File: src/rtl/dqa_pkg.sv
package dqa_pkg;

  localparam int PRIO_W  = 2;
  localparam int LEVEL_W = 2;

  typedef logic [LEVEL_W-1:0] level_t;

  // priority code to level: 3 folds onto high (2)
  function automatic level_t level_of(input logic [PRIO_W-1:0] code);
    level_t lv;
    if (code == 2'd3) lv = 2'd2;
    else              lv = level_t'(code);
    return lv;
  endfunction

  // true when a beat of 'bytes' consumes everything left in 'rem'
  function automatic logic quota_spent(input logic [31:0] rem, input logic [31:0] bytes);
    return (bytes >= rem);
  endfunction

  // remaining quota after a beat that does not exhaust it
  function automatic logic [31:0] quota_after(input logic [31:0] rem, input logic [31:0] bytes);
    return rem - bytes;
  endfunction

endpackage

File: src/rtl/dqa_level_filter.sv
module dqa_level_filter #(
  parameter int NUM_CH = 4
) (
  input  logic [NUM_CH-1:0]                 req,
  input  logic [NUM_CH*dqa_pkg::PRIO_W-1:0] prio,
  output logic [NUM_CH-1:0]                 cand
);
  import dqa_pkg::*;

  level_t lvl [NUM_CH];
  level_t top_lvl;

  genvar g;
  generate
    for (g = 0; g < NUM_CH; g++) begin : g_lvl
      assign lvl[g] = level_of(prio[g*PRIO_W +: PRIO_W]);
    end
  endgenerate

  always_comb begin
    top_lvl = '0;
    for (int i = 0; i < NUM_CH; i++) begin
      if (req[i] && (lvl[i] > top_lvl)) top_lvl = lvl[i];
    end
  end

  always_comb begin
    for (int i = 0; i < NUM_CH; i++) begin
      cand[i] = req[i] && (lvl[i] == top_lvl);
    end
  end

endmodule

File: src/rtl/dqa_rr_pick.sv
module dqa_rr_pick #(
  parameter int NUM_CH = 4,
  localparam int IDX_W = (NUM_CH > 1) ? $clog2(NUM_CH) : 1
) (
  input  logic              clk,
  input  logic              rst_n,
  input  logic [NUM_CH-1:0] cand,
  input  logic [IDX_W-1:0]  last,
  output logic [IDX_W-1:0]  win_idx,
  output logic              win_valid
);

  always_comb begin
    logic found;
    int   pos;
    found   = 1'b0;
    win_idx = '0;
    for (int k = 1; k <= NUM_CH; k++) begin
      pos = int'(last) + k;
      if (pos >= NUM_CH) pos = pos - NUM_CH;
      if (!found && cand[pos]) begin
        found   = 1'b1;
        win_idx = IDX_W'(pos);
      end
    end
    win_valid = found;
  end

  AST_WIN_IS_CAND: assert property (@(posedge clk) disable iff (!rst_n)
    win_valid |-> cand[win_idx]);
  AST_CAND_WINS: assert property (@(posedge clk) disable iff (!rst_n)
    (cand != '0) |-> win_valid);

endmodule

File: src/rtl/dqa_quota_track.sv
module dqa_quota_track #(
  parameter int QUOTA_W = 16,
  parameter int BEAT_W  = 8
) (
  input  logic               clk,
  input  logic               rst_n,
  input  logic               load,
  input  logic [QUOTA_W-1:0] load_quota,
  input  logic               active,
  input  logic               beat_valid,
  input  logic [BEAT_W-1:0]  beat_bytes,
  output logic               exhaust_ev,
  output logic               unlimited
);
  import dqa_pkg::*;

  logic [QUOTA_W-1:0] rem_q;
  logic               unl_q;
  logic               spent;

  assign spent      = quota_spent(32'(rem_q), 32'(beat_bytes));
  assign exhaust_ev = active && !unl_q && beat_valid && spent;
  assign unlimited  = unl_q;

  always_ff @(posedge clk or negedge rst_n) begin
    if (!rst_n) begin
      rem_q <= '0;
      unl_q <= 1'b0;
    end else if (load) begin
      rem_q <= load_quota;
      unl_q <= (load_quota == '0);
    end else if (active && beat_valid && !spent) begin
      rem_q <= QUOTA_W'(quota_after(32'(rem_q), 32'(beat_bytes)));
    end
  end

  AST_REM_NONZERO: assert property (@(posedge clk) disable iff (!rst_n)
    (active && !unl_q) |-> (rem_q != '0));
  AST_LOAD_FLAG: assert property (@(posedge clk) disable iff (!rst_n)
    load |=> (unl_q == (rem_q == '0)));

endmodule

File: src/rtl/dma_quota_arbiter.sv
module dma_quota_arbiter #(
  parameter int NUM_CH  = 4,
  parameter int QUOTA_W = 16,
  parameter int BEAT_W  = 8,
  localparam int IDX_W  = (NUM_CH > 1) ? $clog2(NUM_CH) : 1
) (
  input  logic                              clk,
  input  logic                              rst_n,
  input  logic [NUM_CH-1:0]                 req,
  input  logic [NUM_CH*dqa_pkg::PRIO_W-1:0] prio,
  input  logic [NUM_CH*QUOTA_W-1:0]         quota,
  input  logic                              beat_valid,
  input  logic [BEAT_W-1:0]                 beat_bytes,
  input  logic                              xfer_done,
  output logic [NUM_CH-1:0]                 grant,
  output logic [IDX_W-1:0]                  grant_id,
  output logic [NUM_CH-1:0]                 quota_exhausted
);

  logic [NUM_CH-1:0]  cand;
  logic [IDX_W-1:0]   win_idx;
  logic               win_valid;
  logic               busy_q;
  logic [IDX_W-1:0]   owner_q;
  logic [IDX_W-1:0]   last_q;
  logic [NUM_CH-1:0]  grant_q;
  logic [IDX_W-1:0]   id_q;
  logic [NUM_CH-1:0]  exh_q;
  logic               exhaust_ev;
  logic               unlimited;
  logic               start_ev;
  logic               release_ev;
  logic [QUOTA_W-1:0] win_quota;

  dqa_level_filter #(.NUM_CH(NUM_CH)) u_filter (
    .req  (req),
    .prio (prio),
    .cand (cand)
  );

  dqa_rr_pick #(.NUM_CH(NUM_CH)) u_pick (
    .clk       (clk),
    .rst_n     (rst_n),
    .cand      (cand),
    .last      (last_q),
    .win_idx   (win_idx),
    .win_valid (win_valid)
  );

  assign win_quota  = quota[win_idx*QUOTA_W +: QUOTA_W];
  assign start_ev   = !busy_q && win_valid;
  assign release_ev = busy_q && (exhaust_ev || xfer_done);

  dqa_quota_track #(.QUOTA_W(QUOTA_W), .BEAT_W(BEAT_W)) u_quota (
    .clk        (clk),
    .rst_n      (rst_n),
    .load       (start_ev),
    .load_quota (win_quota),
    .active     (busy_q),
    .beat_valid (beat_valid),
    .beat_bytes (beat_bytes),
    .exhaust_ev (exhaust_ev),
    .unlimited  (unlimited)
  );

  always_ff @(posedge clk or negedge rst_n) begin
    if (!rst_n) begin
      busy_q  <= 1'b0;
      owner_q <= '0;
      last_q  <= IDX_W'(NUM_CH - 1);
      grant_q <= '0;
      id_q    <= '0;
      exh_q   <= '0;
    end else begin
      exh_q <= '0;
      if (exhaust_ev) exh_q[owner_q] <= 1'b1;
      if (release_ev) begin
        busy_q  <= 1'b0;
        grant_q <= '0;
        id_q    <= '0;
      end else if (start_ev) begin
        busy_q  <= 1'b1;
        owner_q <= win_idx;
        last_q  <= win_idx;
        grant_q <= NUM_CH'(1) << win_idx;
        id_q    <= win_idx;
      end
    end
  end

  assign grant           = grant_q;
  assign grant_id        = id_q;
  assign quota_exhausted = exh_q;

  AST_GRANT_ONEHOT: assert property (@(posedge clk) disable iff (!rst_n)
    $onehot0(grant_q));
  AST_ID_MATCH: assert property (@(posedge clk) disable iff (!rst_n)
    (grant_q != '0) |-> grant_q[id_q]);
  AST_HOLD_STEADY: assert property (@(posedge clk) disable iff (!rst_n)
    (busy_q && !release_ev) |=> $stable(grant_q));
  AST_GRANT_NEEDS_REQ: assert property (@(posedge clk) disable iff (!rst_n)
    start_ev |-> req[win_idx]);
  AST_EXHAUST_DROPS: assert property (@(posedge clk) disable iff (!rst_n)
    exhaust_ev |=> ((grant_q == '0) && (exh_q != '0)));
  AST_PULSE_ONE: assert property (@(posedge clk) disable iff (!rst_n)
    (exh_q != '0) |=> (exh_q == '0));
  AST_DONE_RELEASE: assert property (@(posedge clk) disable iff (!rst_n)
    (busy_q && xfer_done) |=> !busy_q);
  AST_UNLIM_HOLDS: assert property (@(posedge clk) disable iff (!rst_n)
    (busy_q && unlimited && !xfer_done) |=> busy_q);
  AST_IDLE_QUIET: assert property (@(posedge clk) disable iff (!rst_n)
    !busy_q |=> (exh_q == '0));

endmodule

File: config.mk
export PLATFORM = sky130hd
export DESIGN_NAME = dma_quota_arbiter
export DESIGN_NICKNAME = d
export VERILOG_FILES = /design/src/rtl/dqa_pkg.sv /design/src/rtl/dqa_level_filter.sv /design/src/rtl/dqa_rr_pick.sv /design/src/rtl/dqa_quota_track.sv /design/src/rtl/dma_quota_arbiter.sv
export SDC_FILE = /design/constraint.sdc
export NUM_CORES = 1
export LEC_CHECK = 0
export BUFFER_PORTS_ARGS = -buffer_cell sky130_fd_sc_hd__buf_2
export CORE_MARGIN = 10
export CORE_UTILIZATION = 26
export DETAILED_ROUTE_END_ITERATION = 10
export SETUP_SLACK_MARGIN = 0.4
export SLEW_MARGIN = 20
export SYNTH_ARGS = -nofsm -noshare
export SYNTH_HDL_FRONTEND = slang
export SYNTH_HIERARCHICAL = 1
export SYNTH_SLANG_ARGS = --single-unit
File: constraint.sdc
create_clock -name clk -period 5.11 [get_ports clk]
set_clock_uncertainty 0.15 [all_clocks]
set_input_delay 1.2775 -clock clk [delete_from_list [all_inputs] [get_ports clk]]
set_output_delay 1.2775 -clock clk [all_outputs]
set_load 0.03 [all_outputs]
==> impl_metrics.csv <==
group,metric,value,unit
detailed_routing,vias_per_cell,4.93,
synthesis,synthArstFlopShare,1.00,
die,die_h,127,µm
clock_network,h-tree-depth,2,
grt,grt_antenna_before_repair,0,
status,status,"complete, but fails checks",
critical_path,path_class,"in -> reg",
placement,place.gp.congestion,0.847,
finish,layout-drive-gt1-share,0.611,
detailed_routing,drt.antenna.violating_nets,0,
detailed_routing,drtIter0Drc,118,
sta,hold_viol,0,
grt,overflow,0,
clock_network,path_clk_slew,0.06,ns
pwr,p_total,2.48,mW
die,die-area,16000,µm²
grt,grt_pass1_vias,3236,
critical_path,critical_path_buf_inv_count,9,
die,ios,98,
finish,area_growth,66.2,%
synthesis,synthCells,294,
detailed_routing,avgRoutedWirePerCell,17.2,µm
clock_network,hold_buffers,0,
finish,n_fill_cell,1010,
critical_path,cp_slowest_cell,"mux4_2",
finish,final_common_cell,"buf_2",
synthesis,syn-num-nets,397,
finish,instances_no_fill,618,
placement,dp_hpwl,8040,µm
synthesis,synth.top_cells.by_area,"dfrtp_1 25%, mux4_2 11%, ha_1 5.9%",
clock_network,cts_tree,"built",
finish,multi_input_area,2330,µm²
detailed_routing,remaining_drc_errors,0,
sta,fin_crit,6.58,ns
hold_path,hp-class,"reg -> reg",
synthesis,yosys_warnings,6,
clock_network,clk_latency,0.27,ns
die,rows,38,
detailed_routing,wl,10600,µm
die,initial_utilization,0.269,
pwr,p_leak,2.28,nW
synthesis,ys_seq_elements,32,
critical_path,path_common_cell,"buf_6",
synthesis,synth_edf_count,0,
synthesis,yosysTopAreaCell,"dfrtp_1",
critical_path,critPathMaxFanout,6,
sta,slew_violations,0,
detailed_routing,via_count,3049,
critical_path,cp.arrival,6.63,ns
finish,layout_common_cells,"95 x buf_2, 64 x buf_4, 30 x dfrtp_1, 22 x buf_6, 20 x inv_1",
status,violations,"setup timing",
sta,setup_violations,28,
clock_network,cts_buffers,5,
pwr,powerDensity,504,nW/µm²
synthesis,netlist.area_leader.share,0.254,
critical_path,slowest_delay,0.55,ns
synthesis,syn_avg_cell_area,10.1,µm²
grt,grt_max_degree,33,
synthesis,synth_area,2960,µm²
grt,grt_pass1_wl,17000,µm
run,max_cap_viol_count,0,
synthesis,synth_top_flop_cell,"dfrtp_1",
finish,fin_nets,580,
clock_network,clock-sinks,32,
sta,slew-limit-headroom,0.492,
placement,post_dp_cell_area,4090,µm²
finish,antenna_cells,0,
sta,max_freq,0.152,GHz
clock_network,clock_path_buffers,2,
critical_path,critical_path.top_delay_family,"compound AO/OA/AOI/OAI gates",
sta,post-route-period-util,1.29,
sta,tightest_slew,0.763,ns
placement,numPortBuffers,97,
clock_network,cts-root-buf,"clkbuf_16",
sta,layout_setup_ws,-1.47,ns
placement,place_inst,570,
critical_path,cp-start-kind,"input pin",
finish,register_area,803,µm²
finish,fin_area,4910,µm²
synthesis,synth_cell_type_count,69,
pwr,ir_worst_vdd,0.235,mV
critical_path,worstPathRequired,5.16,ns
synthesis,synth_seq_area_share,0.272,
sta,rsz0062_at_grt,"true",
critical_path,crit_path_end_kind,"register",
die,dieWidth,127,µm
detailed_routing,first_pass_iters,5,
grt,grt_usage,0.127,
die,core,11000,µm²
final timing paths:
path                            cells past startpoint                            end                         start  slack [ns]
worst max-delay path                               30  u_quota/unlimited$_DFFE_PN0P_                        req[0]       -1.47
worst min-delay path                                1   quota_exhausted[0]$_DFF_PN0_        owner_q[0]$_DFFE_PN0P_        0.35
worst max register to register                     11           grant[3]$_DFFE_PN0P_  u_quota/rem_q[0]$_DFFE_PN0P_        1.72
worst min register to register                      1   quota_exhausted[0]$_DFF_PN0_        owner_q[0]$_DFFE_PN0P_        0.35
max in group asynchronous                           1           grant[1]$_DFFE_PN0P_                         rst_n        3.39
min in group asynchronous                           1   u_quota/rem_q[2]$_DFFE_PN0P_                         rst_n        0.93
stage by stage:
step                 util  setup TNS, ns  setup slack, ns  hold WS, ns
floorplan               -         -24.66            -1.32        0.300
global placement    0.373         -30.10            -1.78        0.330
detailed placement  0.373         -35.64            -2.01        0.342
CTS                 0.428         -25.86            -1.40        0.352
global route        0.447         -36.22            -1.77        0.390
finish              0.447         -27.99            -1.47        0.347
flip-flops by register name, indices dropped and copies added (netlist names):
signal	flops
quota_exhausted	4
last_q	2
owner_q	2
busy_q	1
u_quota/unlimited	1
grant_id	2
grant	4
u_quota/rem_q	16
Yosys cell counts (all sizes together), types with 2 or more instances:
library cell,n
a2111oi,3
a211oi,6
a21o,4
a21oi,17
a221o,5
a221oi,2
a31oi,2
and2,2
and3,3
buf,7
clkbuf,6
dfrtp,30
dfstp,2
ha,14
inv,22
mux2,6
mux2i,9
mux4,16
nand2,24
nand2b,12
nand3,5
nand3b,2
nor2,12
nor2b,6
nor3,4
nor3b,8
nor4,5
o21ai,19
o221ai,2
o2bb2ai,2
o31ai,2
or3,2
or4,2
xnor2,7
xor2,7
power by group:
| part | leakage, nW | switching (mW) | internal [mW] |
|---|---|---|---|
| logic | 1.80 | 0.755 | 0.905 |
| registers | 0.401 | 0.108 | 0.365 |
| clock network | 0.0798 | 0.113 | 0.229 |
logic make-up (layout without fill, tap and decap cells):
| kind of cell | after synthesis | count (layout) | share of synthesized area |
|---|---|---|---|
| muxes | 31 | 31 | 0.179 |
| and+or+nand+nor | 92 | 92 | 0.181 |
| AOI/OAI and AO/OA | 75 | 75 | 0.202 |
| xor gates and xnor gates | 14 | 14 | 0.0415 |
| buffers and inverters | 35 | 219 | 0.0588 |
| adders and majority gates | 15 | 15 | 0.0660 |
| DFF | 32 | 32 | 0.272 |
layer usage:
metal / vias to the layer above / wire (µm) / GRT usage
met1: 1474 / 4320 / 0.147
met5: - / 0 / 0
li1: 1471 / - / -
met3: 8 / 505 / 0.0229
met4: 0 / 162 / 0.0375
met2: 96 / 5650 / 0.233
repair_timing:
| action | CTS | global route |
|---|---|---|
| endpoints found under the hold margin | 0 | 0 |
| pin swaps | 24 | 31 |
| buffers inserted | 25 | 13 |
| gates resized for setup | 54 | 28 |
| endpoints found under the setup margin | 28 | 28 |
| gates cloned | 2 | 0 |
final cells by class:
| class | count | area share |
|---|---|---|
| clock buffer | 5 | 0.0255 |
| clock inverter | 3 | 0.00866 |
| inverter | 22 | 0.0173 |
| multi-input combinational | 227 | 0.473 |
| sequential | 32 | 0.163 |
| tap | 140 | 0.0357 |
| timing repair buffer | 189 | 0.276 |
Power figures use the tool's default switching activity.
